`src/rtl/hzu_pkg.sv`:
```
package hzu_pkg;
  localparam int RAW  = 5;  // register address width
  localparam int NSTG = 4;  // tracked stages after decode: EX1, EX2, M, WB

  typedef enum logic [1:0] {K_ALU = 2'd0, K_MUL = 2'd1, K_LOAD = 2'd2, K_RSV = 2'd3} kind_e;
  typedef enum logic [1:0] {M_FULL = 2'd0, M_RF = 2'd1, M_MEM = 2'd2, M_RSV = 2'd3} mode_e;

  typedef struct packed {
    logic           v;
    logic [RAW-1:0] rd;
    kind_e          kind;
  } slot_t;

  // Stage position (1 = EX1 .. 4 = WB) at whose end the result exists.
  function automatic int ready_pos(kind_e k);
    case (k)
      K_ALU:   return 1;
      K_MUL:   return 2;
      default: return 3;
    endcase
  endfunction

  // Can a producer currently at position p feed a consumer leaving decode?
  function automatic logic path_on(mode_e m, int p);
    case (m)
      M_FULL:  return 1'b1;
      M_MEM:   return p == 3;
      default: return p == 4;
    endcase
  endfunction
endpackage

```
`src/rtl/hzu_track.sv`:
```
module hzu_track
  import hzu_pkg::*;
(
  input  logic                 clk,
  input  logic                 rst_n,
  input  slot_t                ins,
  output slot_t [NSTG-1:0]     stg
);
  slot_t [NSTG-1:0] stg_d, stg_q;

  always_comb begin
    stg_d[0] = ins;
    for (int i = 1; i < NSTG; i++) stg_d[i] = stg_q[i-1];
  end

  always_ff @(posedge clk or negedge rst_n) begin
    if (!rst_n) stg_q <= '0;
    else        stg_q <= stg_d;
  end

  assign stg = stg_q;
endmodule

```
`src/rtl/hzu_resolve.sv`:
```
module hzu_resolve
  import hzu_pkg::*;
(
  input  logic [RAW-1:0]       rs,
  input  slot_t [NSTG-1:0]     stg,
  input  logic [1:0]           mode,
  output logic                 hold,
  output logic [1:0]           sel
);
  always_comb begin
    logic found;
    found = 1'b0;
    hold  = 1'b0;
    sel   = 2'd0;
    for (int i = 0; i < NSTG; i++) begin
      if (!found && rs != '0 && stg[i].v && stg[i].rd == rs) begin
        found = 1'b1;
        if (ready_pos(stg[i].kind) <= i + 1 && path_on(mode_e'(mode), i + 1)) begin
          sel = (i < NSTG - 1) ? 2'(i + 1) : 2'd0;
        end else begin
          hold = 1'b1;
        end
      end
    end
  end
endmodule

```
`src/rtl/hazard_fwd_unit.sv`:
```
module hazard_fwd_unit
  import hzu_pkg::*;
(
  input  logic           clk,
  input  logic           rst_n,
  input  logic [1:0]     cfg_mode,
  input  logic           id_valid,
  input  logic [1:0]     id_kind,
  input  logic [RAW-1:0] id_rd,
  input  logic [RAW-1:0] id_rs1,
  input  logic [RAW-1:0] id_rs2,
  output logic           stall_if,
  output logic           stall_id,
  output logic           bubble_ex1,
  output logic [1:0]     fwd_sel_a,
  output logic [1:0]     fwd_sel_b
);
  localparam int NOPS = 2;

  slot_t [NSTG-1:0]   stg;
  slot_t              ins;
  logic [RAW-1:0]     rs_v   [NOPS];
  logic [NOPS-1:0]    hold_v;
  logic [1:0]         sel_v  [NOPS];
  logic [1:0]         sel_d  [NOPS];
  logic [1:0]         sel_q  [NOPS];
  logic               stall;
  logic               adv;

  assign rs_v[0] = id_rs1;
  assign rs_v[1] = id_rs2;

  generate
    for (genvar g = 0; g < NOPS; g++) begin : g_op
      hzu_resolve u_res (
        .rs   (rs_v[g]),
        .stg  (stg),
        .mode (cfg_mode),
        .hold (hold_v[g]),
        .sel  (sel_v[g])
      );
    end
  endgenerate

  assign stall = id_valid && (|hold_v);
  assign adv   = id_valid && !stall;

  always_comb begin
    ins = '0;
    if (adv && id_rd != '0) begin
      ins.v    = 1'b1;
      ins.rd   = id_rd;
      ins.kind = kind_e'(id_kind);
    end
  end

  hzu_track u_trk (
    .clk   (clk),
    .rst_n (rst_n),
    .ins   (ins),
    .stg   (stg)
  );

  always_comb begin
    for (int i = 0; i < NOPS; i++) sel_d[i] = adv ? sel_v[i] : 2'd0;
  end

  always_ff @(posedge clk or negedge rst_n) begin
    if (!rst_n) begin
      for (int i = 0; i < NOPS; i++) sel_q[i] <= 2'd0;
    end else begin
      for (int i = 0; i < NOPS; i++) sel_q[i] <= sel_d[i];
    end
  end

  assign stall_if   = stall;
  assign stall_id   = stall;
  assign bubble_ex1 = stall;
  assign fwd_sel_a  = sel_q[0];
  assign fwd_sel_b  = sel_q[1];
endmodule

```
`config.mk`:
```
export PLATFORM = sky130hd
export DESIGN_NAME = hazard_fwd_unit
export DESIGN_NICKNAME = d
export VERILOG_FILES = /design/src/rtl/hzu_pkg.sv /design/src/rtl/hzu_track.sv /design/src/rtl/hzu_resolve.sv /design/src/rtl/hazard_fwd_unit.sv
export SDC_FILE = /design/constraint.sdc
export NUM_CORES = 1
export LEC_CHECK = 0
export BUFFER_PORTS_ARGS = -buffer_cell sky130_fd_sc_hd__buf_2
export CORE_UTILIZATION = 59
export DETAILED_ROUTE_END_ITERATION = 16
export PLACE_DENSITY = 0.85
export SLEW_MARGIN = 0
export SYNTH_ARGS = -nofsm -noshare
export SYNTH_HDL_FRONTEND = slang
export SYNTH_SLANG_ARGS = --single-unit
```
`constraint.sdc`:
```
create_clock -name clk -period 4.1 [get_ports clk]
set_clock_uncertainty 0.15 [all_clocks]
set_input_delay 0.41 -clock clk [delete_from_list [all_inputs] [get_ports clk]]
set_output_delay 0.41 -clock clk [all_outputs]
set_load 0.1 [all_outputs]
```
==> results.ini, run 1 <==
[place]
dpl.hpwl_um = 2400
place_congestion = 0.9813
numPortBuffers = 28
place_ws_ns = 1.175
placed_cells = 200

[cts]
clockRootBuffer = clkbuf_4
cts_buffers = 5
cts_max_level = 2
ctsResizeCount = 0
clk_pin_slew_ns = 0.10
cts_sinks = 31
clk_latency_ns = 0.32
clockBufferDepth = 2
cts_tree = built

[critical_path]
critPathKind = register to output port
crit_fanout = 3
cp.arrival_ns = 2.61
start_kind = register
crit_start = u_trk.stg[10]
cp-end-kind = output port
r2r_start = u_trk.stg[10]
r2r_slack_ns = 1.52
required_ns = 3.54

[sta]
slew_headroom_pct = 55.95
finalCritPeriodShare_pct = 77.34
worstMarginPinSlew_ns = 0.6608
setup_ws_ns = 0.9291
slew_violations = 0
max_freq_mhz = 315.4
fin_setup_tns_ns = 0
min_period_ns = 3.171
setup_violations = 0
rsz0062_at_grt = no
hold_viol_final = 0
hold_slack_ns = 0.1497

[drt]
viasPerCell = 5.498
wl_um = 3071
drc_errors = 0
vias = 1149
drtAntennaViolNets = 0
wire_per_inst_um = 14.69
drtIter0Drc = 31
dr.pass1.iters = 4

[global_routing]
track_usage_pct = 25.12
grt_pass1_wl_um = 5023
overflow = 0
grt_max_degree = 32
first_global_vias = 1171
antenna_found_initial = 0

[synth]
yosysSeqAreaShare_pct = 47.36
ys.flop_type = dfrtp_1
synth-seq-cells = 31
avgSynthCellArea_sq_um = 10.57
netlist_instances = 155
synth.distinct_cells = 31
synth_area_sq_um = 1638
synth_edf_count = 0
syn_nets = 177
ys_async_sr_fraction_pct = 100.0
ys_warn_count = 0

[power_and_ir_drop]
powerDensity_nw_per_um2 = 359.7
p_leak_nw = 0.8788
peakVddDrop_mv = 0.3092

[outcome]
outcome = finished clean

[hold_path]
hp-class = input port to register
min_from = id_kind[1]

[layout]
mostFrequentLayoutCell = dfrtp_1
final_cell_mix = dfrtp_1, buf_2, xor2_1, xnor2_1, nor2_1
fillers = 190
syn_to_final_growth_pct = 11.08
antenna_cells = 0
fin_nets = 200
layout-drive-gt1-share_pct = 23.46
finalNonFillerCells = 209

[floorplan]
ioPinCount = 29
core_sq_um = 2545
die_w_um = 54.69
die-area_sq_um = 2990
initial_core_util_pct = 64.36
die_h_um = 54.69
rows = 18

[run]
cap_violations = 0

flip-flops by register name, indices dropped and copies added, names as in the netlist:
name,flops
u_trk.stg,27
fwd_sel_a,2
fwd_sel_b,2
Yosys cell counts, types with 3 or more instances:
| cell | number | area (sq um) |
|---|---|---|
| dfrtp_1 | 31 | 775.7 |
| xor2_1 | 22 | 192.7 |
| xnor2_1 | 18 | 157.7 |
| nor2_1 | 13 | 48.80 |
| nor3_1 | 7 | 35.03 |
| clkbuf_1 | 6 | 22.52 |
| inv_1 | 6 | 22.52 |
| nand2_1 | 6 | 22.52 |
| nor4_1 | 6 | 37.54 |
| nand4_1 | 4 | 25.02 |
| a21oi_1 | 3 | 15.01 |
| and3_1 | 3 | 18.77 |
| buf_2 | 3 | 15.01 |
| nand3_1 | 3 | 15.01 |
area by class of cell:
class                   count  area, sq um  share of cell area (%)
clock buffers               8        68.82                   3.783
inverters                   6        22.52                   1.238
multi-input cells         105        764.5                   42.02
flip-flops and latches     31        775.7                   42.64
well taps                  30        37.54                   2.063
repair buffers             29        150.1                   8.253
stage by stage:
| stage | cell area, sq um | util (%) | power [mW] |
|---|---|---|---|
| final | 1819 | 71.48 | 0.6543 |
| after global routing | 1819 | 71.48 | 0.6845 |
| after CTS | 1819 | 71.48 | 0.6570 |
| after detailed placement | 1740 | 68.39 | 0.4607 |
| after global placement | 1740 | 68.39 | 0.4554 |
| after floorplan | 1638 | - | 0.4322 |
kinds of logic (layout without fill, tap and decap cells):
family / after synthesis / count (layout) / synth area share (%)
XOR/XNOR: 40 / 40 / 21.39
AND/OR/NAND/NOR: 50 / 50 / 17.49
flip-flops: 31 / 31 / 47.36
multiplexers: 2 / 2 / 1.222
AO/OA/AOI/OAI: 13 / 13 / 6.570
buffers and inverters: 19 / 43 / 5.958
routing by layer:
metal / global-route usage [%] / part of all wire [%]
met4: 12.39 / 1.2
met5: 0 / 0
met3: 8.611 / 6.2
met2: 41.16 / 50
met1: 28.93 / 42
power breakdown:
group	internal, mW	switching [mW]	total (mW)
Combinational	0.0434	0.0675	0.111
Clock	0.101	0.0981	0.199
Sequential	0.326	0.0186	0.344
Total	0.470	0.184	0.654
final timing paths:
path,to,cells past startpoint
max,stall_id,8
min,u_trk.stg[1],3
max reg2reg,fwd_sel_b[1],7
min reg2reg,u_trk.stg[9],0
max in group asynchronous,fwd_sel_b[0],2
min in group asynchronous,u_trk.stg[5],2
timing repair:
item | 4_1_cts | 5_1_grt
hold buffers | 1 | 0
hold endpoints to repair | 31 | 0
setup buffers | 0 | 0
critical path, cell delays in order, from the launching register on:
cell and delay [ns]:
dfrtp_1 0.43, xor2_1 0.18, nor4_1 0.43, nand3_1 0.18, o22a_1 0.23, nor2_1 0.16, a21o_1 0.10, o21a_1 0.14
buf_2 0.43
Note: power is estimated with default switching activity, not from simulation.
==> inputs of run 2 (changes only) <==
Settings changed: CORE_UTILIZATION 59 to 55, PLACE_DENSITY 0.85 to 0.8.
Clock period 4.1 ns to 3.2 ns, I/O delays scaled along.
==> run 2 against run 1 <==
Cell count grew 0.48%. Via count grew 1.9%. Clock power grew 7%. Sequential share of layout area grew 0.24 points. Flip-flop and latch count is the same. Largest power group unchanged. Largest cell class unchanged.
==> results.ini, run 2 (synthesis results as in run 1) <==
[outcome]
outcome = finished clean

[layout]
final_cell_mix = dfrtp_1, buf_2, xor2_1, xnor2_1, nor2_1
mostFrequentLayoutCell = dfrtp_1
antenna_cells = 0  ; unchanged
layout-drive-gt1-share_pct = 24.02  ; +0.56 points
syn_to_final_growth_pct = 10.47
finalNonFillerCells = 210  ; +0.48%
largest_reg_flops = 27  ; unchanged
fillers = 246  ; +29%
fin_nets = 200  ; unchanged
utilization_pct = 65.05  ; -6.4 points

[power_and_ir_drop]
p_comb_share_pct = 17.9  ; +1.0 points
intPower_mw = 0.5590  ; +19%
p_seq_share_pct = 55.4  ; +2.8 points
peakVddDrop_mv = 0.3054  ; -1.2%
finalPower_mw = 0.7963  ; +22%
p_clk_share_pct = 26.7  ; -3.7 points
p_leak_nw = 0.8709  ; -0.90%
p_sw_mw = 0.2372  ; +29%
power.share.switching_pct = 29.79  ; +1.6 points
powerDensity_nw_per_um2 = 440.1  ; +22%

[floorplan]
die_h_um = 56.57  ; +3.4%
die_w_um = 56.57  ; +3.4%
die-area_sq_um = 3200  ; +7.0%
core_sq_um = 2781  ; +9.3%
ioPinCount = 29  ; unchanged
rows = 19  ; +1
initial_core_util_pct = 58.88  ; -5.5 points

[global_routing]
overflow = 0  ; unchanged
antenna_found_initial = 0  ; unchanged
track_usage_pct = 23.17  ; -1.9 points
grt_pass1_wl_um = 5492  ; +9.3%
grt_max_degree = 32  ; unchanged
first_global_vias = 1264  ; +7.9%

[cts]
clockBufferDepth = 2  ; unchanged
cts_tree = built
clockRootBuffer = clkbuf_4
cts_max_level = 2  ; unchanged
cts_sinks = 31  ; unchanged
post_cts_buffers = 0  ; unchanged
clk_pin_slew_ns = 0.09  ; about the same
cts_buffers = 5  ; unchanged
clk_latency_ns = 0.33  ; about the same

[place]
placed_cells = 201  ; +0.50%
place_congestion = 0.9294  ; -5.3%
numPortBuffers = 28  ; unchanged
dpl.hpwl_um = 2388  ; -0.52%

[critical_path]
cp.arrival_ns = 2.52  ; -0.09 ns
cp-end-kind = output port
required_ns = 2.73  ; -0.81 ns
crit_fanout = 3  ; unchanged
start_kind = register
critPathKind = register to output port

[drt]
wl_um = 3053  ; -0.59%
drtIter0Drc = 43  ; +39%
wire_per_inst_um = 14.54  ; -1.1%
dr.pass1.iters = 4  ; unchanged
drtAntennaViolNets = 0  ; unchanged
vias = 1171  ; +1.9%
drc_errors = 0  ; unchanged
viasPerCell = 5.576  ; +1.4%

[sta]
setup_violations = 0  ; unchanged
max_freq_mhz = 334.3
rsz0062_at_grt = no
min_period_ns = 2.991
slew_violations = 0  ; unchanged
hold_slack_ns = 0.04535  ; -0.1044 ns
fin_setup_tns_ns = 0  ; unchanged
hold_viol_final = 0  ; unchanged
worstMarginPinSlew_ns = 0.6605  ; -0.0002736 ns
slew_headroom_pct = 55.97  ; about the same
finalCritPeriodShare_pct = 93.47

[hold_path]
hp-class = input port to register

[run]
cap_violations = 0  ; unchanged

-- run 2: cell count changes in the layout (fill, tap and decap cells not counted), sizes merged --
cell	delta
clkinv	+1
clkbuf	-1
-- run 2: critical path: stages, from the launching register on --
cell and delay (ns):
dfrtp_1 0.41, xor2_1 0.17, nor4_1 0.33, nand3_1 0.14, a311o_1 0.34, o211ai_1 0.22
o21a_2 0.17, buf_2 0.42
-- run 2: through the flow --
step                setup WS, ns  instance area (sq um)
floorplan                 0.2462                   1639
global placement          0.5358                   1743
detailed placement        0.4210                   1743
CTS                       0.1059                   1803
global route             0.05228                   1809
finish                    0.2089                   1809
-- run 2: area by class of cell --
class                   count  area, sq um  share of cell area, %
flip-flops and latches     31        775.7                  42.88
multi-input cells         105        772.0                  42.67
repair buffers             29        150.1                  8.299
clock buffers               7        45.04                  2.490
well taps                  31        38.79                  2.144
inverters                   6        22.52                  1.245
clock inverters             1        5.005                 0.2766
-- run 2: worst paths after layout --
path	start	end	slack, ns	cells past startpoint
hold reg to reg	u_trk.stg[1]	u_trk.stg[9]	0.24	0
setup / recovery	u_trk.stg[30]	bubble_ex1	0.21	7
min in group asynchronous	rst_n	fwd_sel_b[1]	0.40	2
max in group asynchronous	rst_n	u_trk.stg[3]	2.07	2
hold / removal	id_kind[0]	u_trk.stg[0]	0.05	3
setup reg to reg	u_trk.stg[11]	fwd_sel_b[1]	0.64	7
-- run 2: metal layers --
metal  routed length (um)  GRT usage (%)
met5                    0              0
met4                   61          11.85
met3                  131          5.530
met2                 1528          37.82
met1                 1332          28.55
-- run 2: power by group through the flow --
stage	Sequential [mW]	Clock (mW)	Combinational, mW
floorplan	0.447	0	0.107
global placement	0.448	0	0.137
detailed placement	0.449	0	0.141
CTS	0.441	0.220	0.143
global route	0.445	0.237	0.157
finish	0.441	0.212	0.143
-- run 2: repair_timing --
item	CTS	global route
endpoints found under the setup margin	0	3
hold buffers	1	0
resized for setup	0	1
hold endpoints to repair	31	0
